[config.mk]
export PLATFORM = sky130hd
export DESIGN_NAME = axil_adder
export DESIGN_NICKNAME = d
export VERILOG_FILES = /design/src/rtl/axil_adder_pkg.sv /design/src/rtl/axil_adder_wr.sv /design/src/rtl/axil_adder_regs.sv /design/src/rtl/axil_adder_rd.sv /design/src/rtl/axil_adder.sv
export SDC_FILE = /design/constraint.sdc
export NUM_CORES = 1
export LEC_CHECK = 0
export BUFFER_PORTS_ARGS = -buffer_cell sky130_fd_sc_hd__buf_2
export CORE_AREA = 4 4 119 121
export DETAILED_ROUTE_END_ITERATION = 10
export DIE_AREA = 0 0 123 125
export HOLD_SLACK_MARGIN = 0.12
export PLACE_DENSITY = 0.66
export SLEW_MARGIN = 25
export SYNTH_ARGS = -nofsm -noshare
export SYNTH_HDL_FRONTEND = slang
export SYNTH_HIERARCHICAL = 1
export SYNTH_SLANG_ARGS = --single-unit
[constraint.sdc]
create_clock -name clk_i -period 7.05 [get_ports clk_i]
set_input_delay 0.705 -clock clk_i [delete_from_list [all_inputs] [get_ports clk_i]]
set_output_delay 0.705 -clock clk_i [all_outputs]
set_load 0.01 [all_outputs]
[src/rtl/axil_adder_pkg.sv]
package axil_adder_pkg;
  typedef enum logic [1:0] {
    IDX_OPND = 2'd0,
    IDX_SUM  = 2'd1,
    IDX_RSV2 = 2'd2,
    IDX_RSV3 = 2'd3
  } reg_idx_e;

  localparam logic [1:0] RESP_OKAY = 2'b00;

  // word select from byte address bits [3:2]
  function automatic reg_idx_e idx_of(input logic [3:0] addr);
    return reg_idx_e'(addr[3:2]);
  endfunction
endpackage

[src/rtl/axil_adder_wr.sv]
module axil_adder_wr
  import axil_adder_pkg::*;
#(
  parameter int ADDR_W = 4,
  parameter int DATA_W = 32,
  localparam int STRB_W = DATA_W / 8
) (
  input  logic              clk_i,
  input  logic              rst_ni,
  input  logic [ADDR_W-1:0] awaddr_i,
  input  logic              awvalid_i,
  output logic              awready_o,
  input  logic [DATA_W-1:0] wdata_i,
  input  logic [STRB_W-1:0] wstrb_i,
  input  logic              wvalid_i,
  output logic              wready_o,
  output logic [1:0]        bresp_o,
  output logic              bvalid_o,
  input  logic              bready_i,
  output logic              wr_en_o,
  output reg_idx_e          wr_idx_o,
  output logic [DATA_W-1:0] wr_data_o,
  output logic [STRB_W-1:0] wr_strb_o
);
  logic              aw_held_q, w_held_q, bvalid_q;
  logic [ADDR_W-1:0] aw_addr_q;
  logic [DATA_W-1:0] w_data_q;
  logic [STRB_W-1:0] w_strb_q;
  logic              aw_hs, w_hs, aw_ok, w_ok, fire;
  logic [ADDR_W-1:0] addr_sel;

  assign awready_o = !aw_held_q && !bvalid_q;
  assign wready_o  = !w_held_q && !bvalid_q;
  assign aw_hs     = awvalid_i && awready_o;
  assign w_hs      = wvalid_i && wready_o;
  assign aw_ok     = aw_held_q || aw_hs;
  assign w_ok      = w_held_q || w_hs;
  assign fire      = aw_ok && w_ok;

  // pass-through lets a same-cycle pair complete without a holding stage
  assign addr_sel  = aw_held_q ? aw_addr_q : awaddr_i;
  assign wr_en_o   = fire;
  assign wr_idx_o  = idx_of(addr_sel[3:0]);
  assign wr_data_o = w_held_q ? w_data_q : wdata_i;
  assign wr_strb_o = w_held_q ? w_strb_q : wstrb_i;
  assign bvalid_o  = bvalid_q;
  assign bresp_o   = RESP_OKAY;

  always_ff @(posedge clk_i or negedge rst_ni) begin
    if (!rst_ni) begin
      aw_held_q <= 1'b0;
      w_held_q  <= 1'b0;
      bvalid_q  <= 1'b0;
      aw_addr_q <= '0;
      w_data_q  <= '0;
      w_strb_q  <= '0;
    end else begin
      if (aw_hs) aw_addr_q <= awaddr_i;
      if (w_hs) begin
        w_data_q <= wdata_i;
        w_strb_q <= wstrb_i;
      end
      if (fire) begin
        aw_held_q <= 1'b0;
        w_held_q  <= 1'b0;
        bvalid_q  <= 1'b1;
      end else begin
        if (aw_hs) aw_held_q <= 1'b1;
        if (w_hs)  w_held_q  <= 1'b1;
        if (bvalid_q && bready_i) bvalid_q <= 1'b0;
      end
    end
  end


  bresp_hold_chk: assert property (@(posedge clk_i) disable iff (!rst_ni)
    bvalid_o && !bready_i |=> bvalid_o);

  no_early_resp_chk: assert property (@(posedge clk_i) disable iff (!rst_ni)
    !bvalid_o && !(aw_ok && w_ok) |=> !bvalid_o);
endmodule

[src/rtl/axil_adder_regs.sv]
module axil_adder_regs
  import axil_adder_pkg::*;
#(
  parameter int DATA_W = 32,
  parameter int OPND_W = 16,
  localparam int STRB_W = DATA_W / 8,
  localparam int SUM_W  = OPND_W + 1
) (
  input  logic              clk_i,
  input  logic              rst_ni,
  input  logic              wr_en_i,
  input  reg_idx_e          wr_idx_i,
  input  logic [DATA_W-1:0] wr_data_i,
  input  logic [STRB_W-1:0] wr_strb_i,
  input  reg_idx_e          rd_idx_i,
  output logic [DATA_W-1:0] rd_data_o
);
  logic [DATA_W-1:0] opnd_q;
  logic [OPND_W-1:0] op_a, op_b;
  logic [SUM_W-1:0]  sum;
  logic [DATA_W-1:0] sum_word;
  logic              opnd_we;

  assign opnd_we = wr_en_i && (wr_idx_i == IDX_OPND);

  for (genvar g = 0; g < STRB_W; g++) begin : g_lane
    always_ff @(posedge clk_i or negedge rst_ni) begin
      if (!rst_ni)                        opnd_q[8*g +: 8] <= 8'h00;
      else if (opnd_we && wr_strb_i[g])   opnd_q[8*g +: 8] <= wr_data_i[8*g +: 8];
    end
  end

  assign op_a     = opnd_q[OPND_W-1:0];
  assign op_b     = opnd_q[2*OPND_W-1:OPND_W];
  assign sum      = {1'b0, op_a} + {1'b0, op_b};
  assign sum_word = {{(DATA_W-SUM_W){1'b0}}, sum};

  always_comb begin
    unique case (rd_idx_i)
      IDX_OPND: rd_data_o = opnd_q;
      IDX_SUM:  rd_data_o = sum_word;
      default:  rd_data_o = '0;
    endcase
  end


  sum_write_ignored_chk: assert property (@(posedge clk_i) disable iff (!rst_ni)
    wr_en_i && wr_idx_i != IDX_OPND |=> $stable(opnd_q));

  lane0_masked_chk: assert property (@(posedge clk_i) disable iff (!rst_ni)
    wr_en_i && !wr_strb_i[0] |=> $stable(opnd_q[7:0]));
endmodule

[src/rtl/axil_adder_rd.sv]
module axil_adder_rd
  import axil_adder_pkg::*;
#(
  parameter int ADDR_W = 4,
  parameter int DATA_W = 32
) (
  input  logic              clk_i,
  input  logic              rst_ni,
  input  logic [ADDR_W-1:0] araddr_i,
  input  logic              arvalid_i,
  output logic              arready_o,
  output logic [DATA_W-1:0] rdata_o,
  output logic [1:0]        rresp_o,
  output logic              rvalid_o,
  input  logic              rready_i,
  output reg_idx_e          rd_idx_o,
  input  logic [DATA_W-1:0] rd_data_i
);
  logic              rvalid_q;
  logic [DATA_W-1:0] rdata_q;
  logic              ar_hs;

  assign arready_o = !rvalid_q;
  assign ar_hs     = arvalid_i && arready_o;
  assign rd_idx_o  = idx_of(araddr_i[3:0]);
  assign rvalid_o  = rvalid_q;
  assign rdata_o   = rdata_q;
  assign rresp_o   = RESP_OKAY;

  always_ff @(posedge clk_i or negedge rst_ni) begin
    if (!rst_ni) begin
      rvalid_q <= 1'b0;
      rdata_q  <= '0;
    end else if (ar_hs) begin
      rvalid_q <= 1'b1;
      rdata_q  <= rd_data_i;
    end else if (rvalid_q && rready_i) begin
      rvalid_q <= 1'b0;
    end
  end


  rd_latency_chk: assert property (@(posedge clk_i) disable iff (!rst_ni)
    arvalid_i && arready_o |=> rvalid_o);

  rdata_hold_chk: assert property (@(posedge clk_i) disable iff (!rst_ni)
    rvalid_o && !rready_i |=> rvalid_o && $stable(rdata_o));
endmodule

[src/rtl/axil_adder.sv]
module axil_adder
  import axil_adder_pkg::*;
#(
  parameter int ADDR_W = 4,
  parameter int DATA_W = 32,
  parameter int OPND_W = 16,
  localparam int STRB_W = DATA_W / 8
) (
  input  logic              clk_i,
  input  logic              rst_ni,
  input  logic [ADDR_W-1:0] awaddr_i,
  input  logic              awvalid_i,
  output logic              awready_o,
  input  logic [DATA_W-1:0] wdata_i,
  input  logic [STRB_W-1:0] wstrb_i,
  input  logic              wvalid_i,
  output logic              wready_o,
  output logic [1:0]        bresp_o,
  output logic              bvalid_o,
  input  logic              bready_i,
  input  logic [ADDR_W-1:0] araddr_i,
  input  logic              arvalid_i,
  output logic              arready_o,
  output logic [DATA_W-1:0] rdata_o,
  output logic [1:0]        rresp_o,
  output logic              rvalid_o,
  input  logic              rready_i
);
  logic              wr_en;
  reg_idx_e          wr_idx, rd_idx;
  logic [DATA_W-1:0] wr_data, rd_data;
  logic [STRB_W-1:0] wr_strb;

  axil_adder_wr #(.ADDR_W(ADDR_W), .DATA_W(DATA_W)) u_wr (
    .clk_i, .rst_ni,
    .awaddr_i, .awvalid_i, .awready_o,
    .wdata_i, .wstrb_i, .wvalid_i, .wready_o,
    .bresp_o, .bvalid_o, .bready_i,
    .wr_en_o(wr_en), .wr_idx_o(wr_idx), .wr_data_o(wr_data), .wr_strb_o(wr_strb)
  );

  axil_adder_regs #(.DATA_W(DATA_W), .OPND_W(OPND_W)) u_regs (
    .clk_i, .rst_ni,
    .wr_en_i(wr_en), .wr_idx_i(wr_idx), .wr_data_i(wr_data), .wr_strb_i(wr_strb),
    .rd_idx_i(rd_idx), .rd_data_o(rd_data)
  );

  axil_adder_rd #(.ADDR_W(ADDR_W), .DATA_W(DATA_W)) u_rd (
    .clk_i, .rst_ni,
    .araddr_i, .arvalid_i, .arready_o,
    .rdata_o, .rresp_o, .rvalid_o, .rready_i,
    .rd_idx_o(rd_idx), .rd_data_i(rd_data)
  );
endmodule

After elaboration in Yosys (flattened, before gate mapping)
Cells that the tools add are included.

$add $sub $neg: 1. Equality and inequality tests: 1. Mux-type cells: 12. Reductions and logical operators: 25.

Operators with widths (count): 32-bit one-hot mux with 2 select lines (1); 32-bit 2-to-1 mux (1); 16-bit by 16-bit adder with 17-bit output (1); 1-bit logical AND (13); 1-bit 2-to-1 mux (8); 4-bit 2-to-1 mux (2); 2-bit nonzero test (4); 1-bit zero test (4); 2-bit zero test (2); 2-bit by 1-bit equality test with 1-bit output (second input constant) (1); 1-bit logical OR (2).

Register bits: 108. Bits of input ports: 51. Output and inout bits: 41. Word-level logic and storage cells: 51.

Logic depth before layout (Yosys ltp)
Gate-level depths: netlist of the first run.

Depth after elaboration: 7. Mapped depth: 10. Gate-level depth less buffers: 10.

Cells and area by module
Netlist of the first run, hierarchy kept.

Modules (own cells, without submodules): axil_adder_regs (instances 1, cells each 235, area each 2260.9 µm², seq. area each 800.8 µm²); axil_adder_wr (instances 1, cells each 143, area each 2194.6 µm², seq. area each 1026.0 µm²); axil_adder_rd (instances 1, cells each 77, area each 1391.3 µm², seq. area each 825.8 µm²).

Least setup slack after synthesis of the first run
Ideal clock, no wire load.

Path type: flip-flop to flip-flop. Start point: register u_regs.opnd_q[0] (netlist: u_regs/op_a[0]). End point: register u_rd.rdata_q[16] (netlist: u_rd/rdata_o[16]). Data arrival time: 2.211 ns. Data required time: 6.925 ns. Path slack: 4.714 ns. Stages on the path, launching flop included: 11. Buffers on the path: 0. Cell sequence: dfrtp_1 > ha_1 > inv_1 > fa_1 > nor2b_1 > o31a_1 > o31a_1 > a221o_1 > a31oi_1 > nor3_1 > mux2_4.

Cells in the longest elaborated chain, start to end: 2.

Ends and longest elaborated chain: from (decl) (RTL line axil_adder_regs.sv:18) `logic [DATA_W-1:0] opnd_q;`; from (signal, indexed assignment) (RTL line axil_adder_regs.sv:29) `else if (opnd_we && wr_strb_i[g]) opnd_q[8*g +: 8] <= wr_data_i[8*g +: 8];`; 16-bit by 16-bit adder with 17-bit output (RTL line axil_adder_regs.sv:35) `assign sum = {1'b0, op_a} + {1'b0, op_b};`; 32-bit one-hot mux with 2 select lines (RTL line axil_adder_regs.sv:39) `unique case (rd_idx_i)`; net rd_data[16] (RTL line axil_adder.sv:31) `logic [DATA_W-1:0] wr_data, rd_data;`; to (signal assigned) (RTL line axil_adder_rd.sv:36) `rdata_q <= rd_data_i;`; to (decl) (RTL line axil_adder_rd.sv:20) `logic [DATA_W-1:0] rdata_q;`.

The timed path passes the listed nets, and every way through them passes these cells. A chain may end at the register's enable or synchronous reset.

Final worst setup path of the first run
Start point: register u_regs.opnd_q[0] (netlist: u_regs/op_a[0]). End point: register u_rd.rdata_q[14] (netlist: u_rd/rdata_o[14]).

The elaborated chain is that of the path after synthesis.

==> flow_summary_export.csv, run 1 <==
group,metric,value,unit
routing,vias,3723,
worst_setup_path,cp_max_fo,4,
pwr,p_leak,3.135,nW
die,core_area,13090,um2
clocking,cts_made_buffers,9,
grt,antenna_found_initial,0,
cells_and_area,drive_above_1_share,0.4615,
die,rows,42,
die,die_height,125,um
job,cap_violations,0,
die,die_area,15380,um2
clocking,clk-insertion-delay-late,360,ps
timing,setup_violations,0,
pwr,p_int,1.964,mW
synth,synth_area_leaders,"dfrtp_1 (45%), mux2_2 (15%), mux2_4 (15%)",
timing,worstMarginPinSlew,826.1,ps
timing,setup_tns,0,ps
synth,postSynth.asyncResetShare,1.000,
cells_and_area,antenna_cells,0,
clocking,ctsHoldBuffers,0,
pwr,power_frac_comb,0.462,
worst_setup_path,crit_required,7350,ps
pwr,pwr-share-clk,0.184,
grt,grt_max_degree,66,
pwr,seqPwrFrac,0.355,
cells_and_area,fillers,1120,
clocking,cts_setup_buffers,0,
timing,finalCritPeriodShare,0.3821,
synth,syn_area,5847,um2
routing,dr.pass1.iters,4,
timing,setup_slack,4356,ps
routing,drt_first_iter_violations,191,
placement,dp_slack,4380,ps
grt,grt-ovfl-total,0,
placement,dp_hpwl,9044,um
timing,fmax,371.2,MHz
pwr,swShare,0.3490,
clocking,clkSinkCount,106,
clocking,clock_path_buffers,2,
synth,yosysWarnings,6,
routing,drc,0,
routing,ant_nets,0,
synth,synth_flop_cell,"dfrtp_1",
pwr,p_total,3.016,mW
routing,route.final.wire_length,12550,um
pwr,p_sw,1.053,mW
routing,via_per_inst,5.251,
pwr,power.density,454.7,nW/um2
cells_and_area,ff_latch_area,2653,um2
grt,grt_pass1_wl,20300,um
clocking,htreeDepth,3,
cells_and_area,postLayoutCellArea,6634,um2
pwr,irDropWorstVdd,0.0001518,V
synth,synth_edf_count,0,
timing,slew_violations,0,
synth,synth-seq-area-share,0.4537,
timing,clock-skew-final,6.597,ps
placement,gp_congestion,0.8257,
placement,placed_area,6306,um2
die,num_io_pins,92,
die,initial_utilization,0.4468,
worst_setup_path,worstPathArrival,2990,ps
cells_and_area,multi_input_area,2955,um2
cells_and_area,area_delta_synth_final,13.46,%
timing,grt_setup_unrepaired,"false",
synth,syn_inst,455,
worst_setup_path,crit_path_end_kind,"flop",
timing,hold_viol,0,
clocking,cts-root-buf,"clkbuf_16",
clocking,ctsResizeCount,0,
status,status,"completed",
clocking,cts.clk_slew.worst_paths,70,ps
worst_setup_path,path_class,"reg2reg",
synth,ys_types,47,
cells_and_area,nets,596,
routing,post_drt_wl_per_cell,17.70,um
grt,grt.total_usage,0.1696,
grt,grt_pass1_vias,3886,
synth,yosysTopAreaCellShare,0.4537,
timing,slew_headroom,0.4493,
worst_hold_path,worstHoldPathType,"in2async",
synth,avgSynthCellArea,12.85,um2
worst_setup_path,critPathLaunchType,"flop",
placement,port_buffers,83,
clocking,cts_tree,"done",
synth,ys_seq_elements,106,
timing,min_period,2694,ps
die,fp.dieW,123,um
synth,synth_top_area_cell,"dfrtp_1",
registers in the layout (all words and copies together) (netlist names), 2 cells and up:
signal	cells
u_rd/rdata_o	32
u_regs/op_a	16
u_regs/op_b	16
u_wr/aw_addr_q	2
u_wr/w_data_q	32
u_wr/w_strb_q	4
per-stage QoR:
stage               hold WS, ps  cells  utilization
floorplan                 409.4    457            -
global placement          483.8    693       0.4819
detailed placement        489.1    693       0.4819
CTS                       334.2    709       0.5070
global route              358.3    709       0.5070
finish                    325.3    709       0.5070
worst max-delay path: stages, from the launching register on:
cell,delay [ps]
dfrtp_1,380
ha_1,180
inv_1,60
fa_1,410
nor2b_1,170
o31a_1,190
o31a_1,250
a31oi_1,220
nor2b_1,190
o41ai_1,390
mux2_4,210
worst paths after layout:
kind	startpoint	endpoint	slack, ps	depth (start not counted)
min reg2reg	u_wr/w_strb_q[0]	u_wr/w_strb_q[0]	510	1
max	u_regs/op_a[0]	u_rd/rdata_o[14]	4360	10
min	rst_ni	u_wr/w_data_q[6]	330	1
max reg2reg	u_regs/op_a[0]	u_rd/rdata_o[14]	4360	10
min in group clk_i	u_wr/w_strb_q[0]	u_wr/w_strb_q[0]	510	1
max in group asynchronous	rst_ni	u_wr/w_data_q[28]	5490	2
final cells by class:
| class | instances | share of cell area |
|---|---|---|
| sequential | 106 | 0.3998 |
| multi-input combinational | 316 | 0.4455 |
| tap | 176 | 0.03320 |
| clock inverter | 6 | 0.01339 |
| inverter | 8 | 0.004527 |
| clock buffer | 10 | 0.03602 |
| timing repair buffer | 87 | 0.06752 |
cells in the mapped netlist (2+ instances only):
library cell and n:
buf_6 4, o211ai_1 2, dfrtp_1 106, mux2i_1 4
conb_1 2, nor3_1 3, nor2b_1 8, o21bai_1 2
nor2_1 24, nand2_1 12, a31oi_1 4, o21a_1 5
or2_2 2, mux2_4 59, o31a_1 2, o21ai_0 12
a21oi_1 19, clkbuf_1 9, and2_1 21, o22a_1 2
a211oi_1 5, buf_12 4, xnor2_1 6, xor2_1 4
nand3b_1 2, mux2_2 79, buf_2 4, inv_1 8
buf_4 6, and3_1 2, ha_1 16, o22ai_1 2
layer usage:
layer	share of wire	routed length [um]	global-route usage
met3	0.041	518	0.04065
met4	0.022	273	0.06319
met1	0.47	5883	0.2258
met5	0	0	0
met2	0.47	5873	0.2686
layout by cell type, fill, tap and decap left out, types with 3 or more instances in the layout:
cell / count
inv_1: 8
mux2_2: 79
xor2_1: 4
nor2_1: 24
conb_1: 4
buf_2: 82
clkbuf_16: 9
nand2_1: 12
buf_4: 5
a31oi_1: 4
ha_1: 16
dfrtp_1: 106
o21ai_0: 12
nor3_1: 3
mux2_4: 59
o21a_1: 5
and2_1: 21
xnor2_1: 6
a21oi_1: 19
mux2i_1: 4
a211oi_1: 5
nor2b_1: 7
cell families after synthesis:
kind of cell / count (synthesis) / share of synthesized area
mux: 142 / 0.3105
compound gates: 63 / 0.06805
other cells: 2 / 0.001284
buf+inv: 35 / 0.04344
flops: 106 / 0.4537
fa+ha+maj: 17 / 0.03766
xor+xnor: 10 / 0.01498
simple gates: 80 / 0.07041
power groups by stage:
| stage | clock (mW) | combinational [mW] | sequential [mW] |
|---|---|---|---|
| after floorplan | 0 | 1.12 | 1.04 |
| after global placement | 0 | 1.36 | 1.07 |
| after detailed placement | 0 | 1.39 | 1.08 |
| after CTS | 0.571 | 1.40 | 1.07 |
| after global routing | 0.598 | 1.52 | 1.10 |
| final | 0.555 | 1.39 | 1.07 |
No activity file was read; power rests on OpenSTA's default activity.
==> run 2: changes to the inputs <==
==> constraint.sdc (replaced) <==
create_clock -name clk_i -period 2.7 [get_ports clk_i]
set_input_delay 0.27 -clock clk_i [delete_from_list [all_inputs] [get_ports clk_i]]
set_output_delay 0.27 -clock clk_i [all_outputs]
set_load 0.01 [all_outputs]
==> run 2 against run 1 <==
Flip-flop and latch count unchanged. First-iteration DRC count fell by 12%. Via count shrank 1.5%. Critical path depth stayed put. Largest power group unchanged. Cell area up 1.0%. Sequential power increased to 2.6 times the previous value. Critical endpoint is now u_rd/rdata_o[16].
==> flow_summary_export.csv, run 2 (synthesis results as in run 1) <==
group,metric,value,unit
status,status,"completed",
clocking,clkSinkCount,106,
worst_setup_path,path_delay_family,"compound AO/OA/AOI/OAI gates",
cells_and_area,layout_common_cells,"dfrtp_1 (106), buf_2 (82), mux2_2 (79)",
timing,fin_hold_ws,160.2,ps
clocking,cts_tree,"done",
routing,dr.pass1.iters,4,
pwr,irDropWorstVdd,0.0004334,V
worst_setup_path,crit_required,2940,ps
clocking,cts-root-buf,"clkbuf_16",
clocking,cts_made_buffers,9,
timing,setup_tns,0,ps
grt,grt_max_degree,68,
timing,worstMarginPinSlew,592.7,ps
clocking,cts.clk_slew.worst_paths,70,ps
clocking,clk-insertion-delay-late,350,ps
placement,dp_slack,149.8,ps
timing,slew_violations,0,
cells_and_area,antenna_cells,0,
die,die_area,15380,um2
cells_and_area,drive_above_1_share,0.4684,
die,num_io_pins,92,
cells_and_area,final_common_cell,"dfrtp_1",
timing,setup_violations,0,
worst_setup_path,critPathLaunchType,"flop",
clocking,htreeDepth,3,
routing,drc,0,
worst_setup_path,cp_slowest_cell,"dfrtp_1",
cells_and_area,final_cells,714,
placement,placed_area,6346,um2
worst_setup_path,crit_buf_inv,1,
cells_and_area,utilization,0.5122,
cells_and_area,area_delta_synth_final,14.64,%
grt,met2_usage,0.2715,
timing,hold_viol,0,
grt,use_met1,0.2400,
placement,gp_congestion,0.8349,
worst_setup_path,cp_max_fo,4,
routing,via_per_inst,5.137,
die,rows,42,
timing,fmax,387.0,MHz
die,core_area,13090,um2
placement,dp_hpwl,9389,um
timing,slew_headroom,0.6049,
worst_setup_path,path_class,"reg2reg",
timing,setup_slack,116.0,ps
grt,grt-ovfl-total,0,
worst_setup_path,worstPathArrival,2820,ps
grt,grt_pass1_vias,3904,
routing,route.final.wire_length,12850,um
routing,post_drt_wl_per_cell,17.99,um
grt,grt_pass1_wl,20850,um
grt,grt.total_usage,0.1731,
routing,drt_first_iter_violations,169,
routing,ant_nets,0,
grt,top_usage_layer,"met2",
placement,port_buffers,83,
pwr,p_leak,3.169,nW
worst_setup_path,crit_path_end_kind,"flop",
worst_setup_path,crit_path_frequent_cell,"o31a_1",
grt,antenna_found_initial,0,
pwr,p_total,7.905,mW
worst_hold_path,worstHoldPathType,"in2reg",
pwr,power.density,1179,nW/um2
timing,min_period,2584,ps
die,fp.dieW,123,um
timing,clock-skew-final,6.858,ps
clocking,clock_path_buffers,2,
placement,dp.cells,695,
cells_and_area,postLayoutCellArea,6703,um2
grt,use_met3,0.02710,
worst_setup_path,max_stage_delay,410,ps
die,initial_utilization,0.4468,
worst_setup_path,cp_cell_sequence,"ha_1, inv_1, fa_2, nor2b_1, o31a_1, o31a_1, a221o_1, a31oi_1, nor3_1, mux2_4",
timing,finalCritPeriodShare,0.9570,
routing,vias,3668,
cells_and_area,nets,601,
die,die_height,125,um
job,cap_violations,0,
cells_and_area,fillers,1155,
[run 2: metal layers]
metal,part of all wire,vias up
met5,0,-
met4,0.023,0
met3,0.030,16
met2,0.47,67
met1,0.48,1816
li1,-,1769
[run 2: where the power goes]
part	leakage, nW	switching [mW]	internal (mW)
combinational	1.70	1.67	2.05
sequential	1.32	0.525	2.29
clock	0.152	0.604	0.774
[run 2: what timing repair did]
| item | 4_1_cts | 5_1_grt |
|---|---|---|
| setup endpoints to repair | 0 | 2 |
| hold endpoints to repair | 40 | 0 |
| gates resized for setup | 0 | 3 |
| setup buffers | 0 | 1 |
| hold buffers | 2 | 0 |
[run 2: final timing paths]
path,start,end,slack (ps),cells after the start
worst max register to register,u_regs/op_b[0],u_rd/rdata_o[16],120,10
min in group asynchronous,rst_ni,u_wr/w_data_q[6],440,2
max in group asynchronous,rst_ni,u_regs/op_a[5],1520,3
worst min-delay path,wdata_i[29],u_wr/w_data_q[29],160,2
worst min register to register,u_wr/aw_addr_q[3],u_wr/aw_addr_q[3],510,1
worst max-delay path,u_regs/op_b[0],u_rd/rdata_o[16],120,10
[run 2: cell type report]
cell class	count	area (um2)	share of cell area
tap	176	220.2	0.03285
inverter	8	30.03	0.004480
sequential	106	2653	0.3957
multi-input combinational	316	2972	0.4433
clock buffer	11	252.7	0.03771
timing repair buffer	92	515.5	0.07691
clock inverter	5	60.06	0.008960
[run 2: worst reg2reg max path: stages (launching register included)]
cell     delay (ps)
dfrtp_1         410
ha_1            210
inv_1            70
fa_2            210
nor2b_1          60
o31a_1          270
o31a_1          350
a221o_1         360
a31oi_1         190
nor3_1           70
mux2_4          260
==> run 3: changes to the inputs <==
--- a/config.mk
+++ b/config.mk
@@ -6,11 +6,13 @@
 export NUM_CORES = 1
 export LEC_CHECK = 0
 export BUFFER_PORTS_ARGS = -buffer_cell sky130_fd_sc_hd__buf_2
+export CAP_MARGIN = 5
 export CORE_AREA = 4 4 119 121
 export DETAILED_ROUTE_END_ITERATION = 10
 export DIE_AREA = 0 0 123 125
 export HOLD_SLACK_MARGIN = 0.12
 export PLACE_DENSITY = 0.66
+export RECOVER_POWER = 100
 export SLEW_MARGIN = 25
 export SYNTH_ARGS = -nofsm -noshare
 export SYNTH_HDL_FRONTEND = slang
==> constraint.sdc (replaced) <==
create_clock -name clk_i -period 2.7 [get_ports clk_i]
set_input_delay 0.27 -clock clk_i [delete_from_list [all_inputs] [get_ports clk_i]]
set_output_delay 0.27 -clock clk_i [all_outputs]
set_load 0.05 [all_outputs]
==> run 3 against run 2 <==
Hold slack got worse by 14 ps. Die area unchanged. Register-to-register slack about the same. Clock-buffer cell count unchanged. Clock power about the same. Fmax about the same. Largest cell class unchanged. Largest power group unchanged.
==> flow_summary_export.csv, run 3 (synthesis results as in run 1) <==
group,metric,value,unit
status,status,"completed",
timing,min_period,2584,ps
timing,slew_headroom,0.3149,
die,fp.dieW,123,um
cells_and_area,final_common_cell,"dfrtp_1",
worst_hold_path,min_from,"wdata_i[29]",
grt,antenna_found_initial,0,
clocking,cts-root-buf,"clkbuf_16",
timing,slew_violations,0,
grt,grt_max_degree,68,
placement,dp_slack,149.8,ps
cells_and_area,area_delta_synth_final,10.94,%
die,rows,42,
pwr,p_leak,2.918,nW
worst_setup_path,reg2reg_from,"u_regs/op_a[0]",
routing,post_drt_wl_per_cell,17.81,um
worst_hold_path,worstHoldPathType,"in2reg",
worst_setup_path,path_class,"reg2reg",
grt,grt.total_usage,0.1731,
timing,setup_slack,116.4,ps
pwr,irDropWorstVdd,0.0004306,V
grt,grt_pass1_vias,3904,
job,cap_violations,0,
cells_and_area,drive_above_1_share,0.3216,
clocking,clock_path_buffers,2,
pwr,power.density,1253,nW/um2
routing,route.final.wire_length,12720,um
timing,fmax,387.1,MHz
timing,setup_violations,0,
worst_setup_path,reg2reg_slack,120,ps
die,initial_utilization,0.4468,
cells_and_area,final_cells,714,
cells_and_area,nets,601,
clocking,htreeDepth,3,
cells_and_area,layout_common_cells,"dfrtp_1 (106), mux2_2 (79), buf_2 (45)",
routing,vias,3674,
worst_setup_path,crit_required,2940,ps
routing,drc,0,
clocking,cts_made_buffers,9,
placement,dp.cells,695,
clocking,cts.clk_slew.worst_paths,70,ps
worst_setup_path,crit_path_end_kind,"flop",
placement,dp_hpwl,9389,um
routing,drt_first_iter_violations,136,
routing,via_per_inst,5.146,
clocking,clk-insertion-delay-late,350,ps
timing,finalCritPeriodShare,0.9569,
timing,fin_hold_ws,145.7,ps
die,die_height,125,um
placement,gp_congestion,0.8349,
worst_hold_path,hold_depth,2,
routing,ant_nets,0,
worst_setup_path,r2r-end,"u_rd/rdata_o[16]",
routing,dr.pass1.iters,4,
die,num_io_pins,92,
die,die_area,15380,um2
timing,hold_viol,0,
timing,clock-skew-final,8.026,ps
worst_setup_path,cp_max_fo,4,
pwr,p_total,8.130,mW
worst_setup_path,worstPathArrival,2820,ps
worst_hold_path,whs_endpoint,"u_wr/w_data_q[29]",
worst_setup_path,startpoint,"u_regs/op_a[0]",
worst_setup_path,r2r_cells,10,
grt,grt-ovfl-total,0,
placement,port_buffers,83,
grt,grt_pass1_wl,20850,um
cells_and_area,antenna_cells,0,
cells_and_area,fillers,1234,
clocking,cts_tree,"done",
clocking,clkSinkCount,106,
worst_setup_path,critPathLaunchType,"flop",
die,core_area,13090,um2
timing,worstMarginPinSlew,1028,ps
run 3: metal layers:
layer / track usage / vias to the layer above / wire length, um
li1: - / 1768 / -
met1: 0.2400 / 1808 / 5927
met2: 0.2715 / 82 / 6028
met3: 0.02710 / 16 / 467
met4: 0.06906 / 0 / 293
met5: 0 / - / 0
run 3: report_power, final:
group | total [mW] | leakage (nW) | switching, mW | internal [mW]
clock | 1.37 | 0.152 | 0.600 | 0.774
combinational | 3.96 | 1.45 | 2.20 | 1.76
sequential | 2.79 | 1.32 | 0.507 | 2.29
total | 8.13 | 2.92 | 3.31 | 4.82
run 3: timing repair:
| action | 4_1_cts | 5_1_grt |
|---|---|---|
| hold endpoints to repair | 40 | 0 |
| resized for setup | 0 | 3 |
| setup buffers | 0 | 1 |
| hold buffers | 2 | 0 |
| setup endpoints to repair | 0 | 2 |
run 3: through the flow:
step / cell area (um2) / utilization / TNS [ps]
floorplan: 5854 / - / 0
detailed placement: 6346 / 0.4850 / 0
global placement: 6346 / 0.4850 / 0
global route: 6486 / 0.4957 / -0.6335
CTS: 6679 / 0.5104 / 0
finish: 6486 / 0.4957 / 0
run 3: worst max path at each step:
| stage | end | slack (ps) | cells after the start |
|---|---|---|---|
| CTS | u_rd/rdata_o[16] | 130 | 10 |
| detailed placement | u_rd/rdata_o[16] | 150 | 10 |
| global placement | u_rd/rdata_o[16] | 190 | 10 |
| floorplan | u_rd/rdata_o[16] | 360 | 10 |
| global route | u_rd/rdata_o[16] | -0.6 | 10 |
| finish | u_rd/rdata_o[16] | 120 | 10 |
run 3: layout make-up:
type / instances / area, um2 / area share
clock buffer: 11 / 252.7 / 0.03897
clock inverter: 5 / 60.06 / 0.009259
inverter: 8 / 30.03 / 0.004630
multi-input combinational: 316 / 2816 / 0.4342
sequential: 106 / 2653 / 0.4090
tap: 176 / 220.2 / 0.03395
timing repair buffer: 92 / 454.2 / 0.07002
run 3: critical path, cell delays in order (launching register included):
cell	delay, ps
dfrtp_1	400
ha_1	220
inv_1	70
fa_2	210
nor2b_1	60
o31a_1	270
o31a_1	350
a221o_1	360
a31oi_1	190
nor3_1	70
mux2_4	260
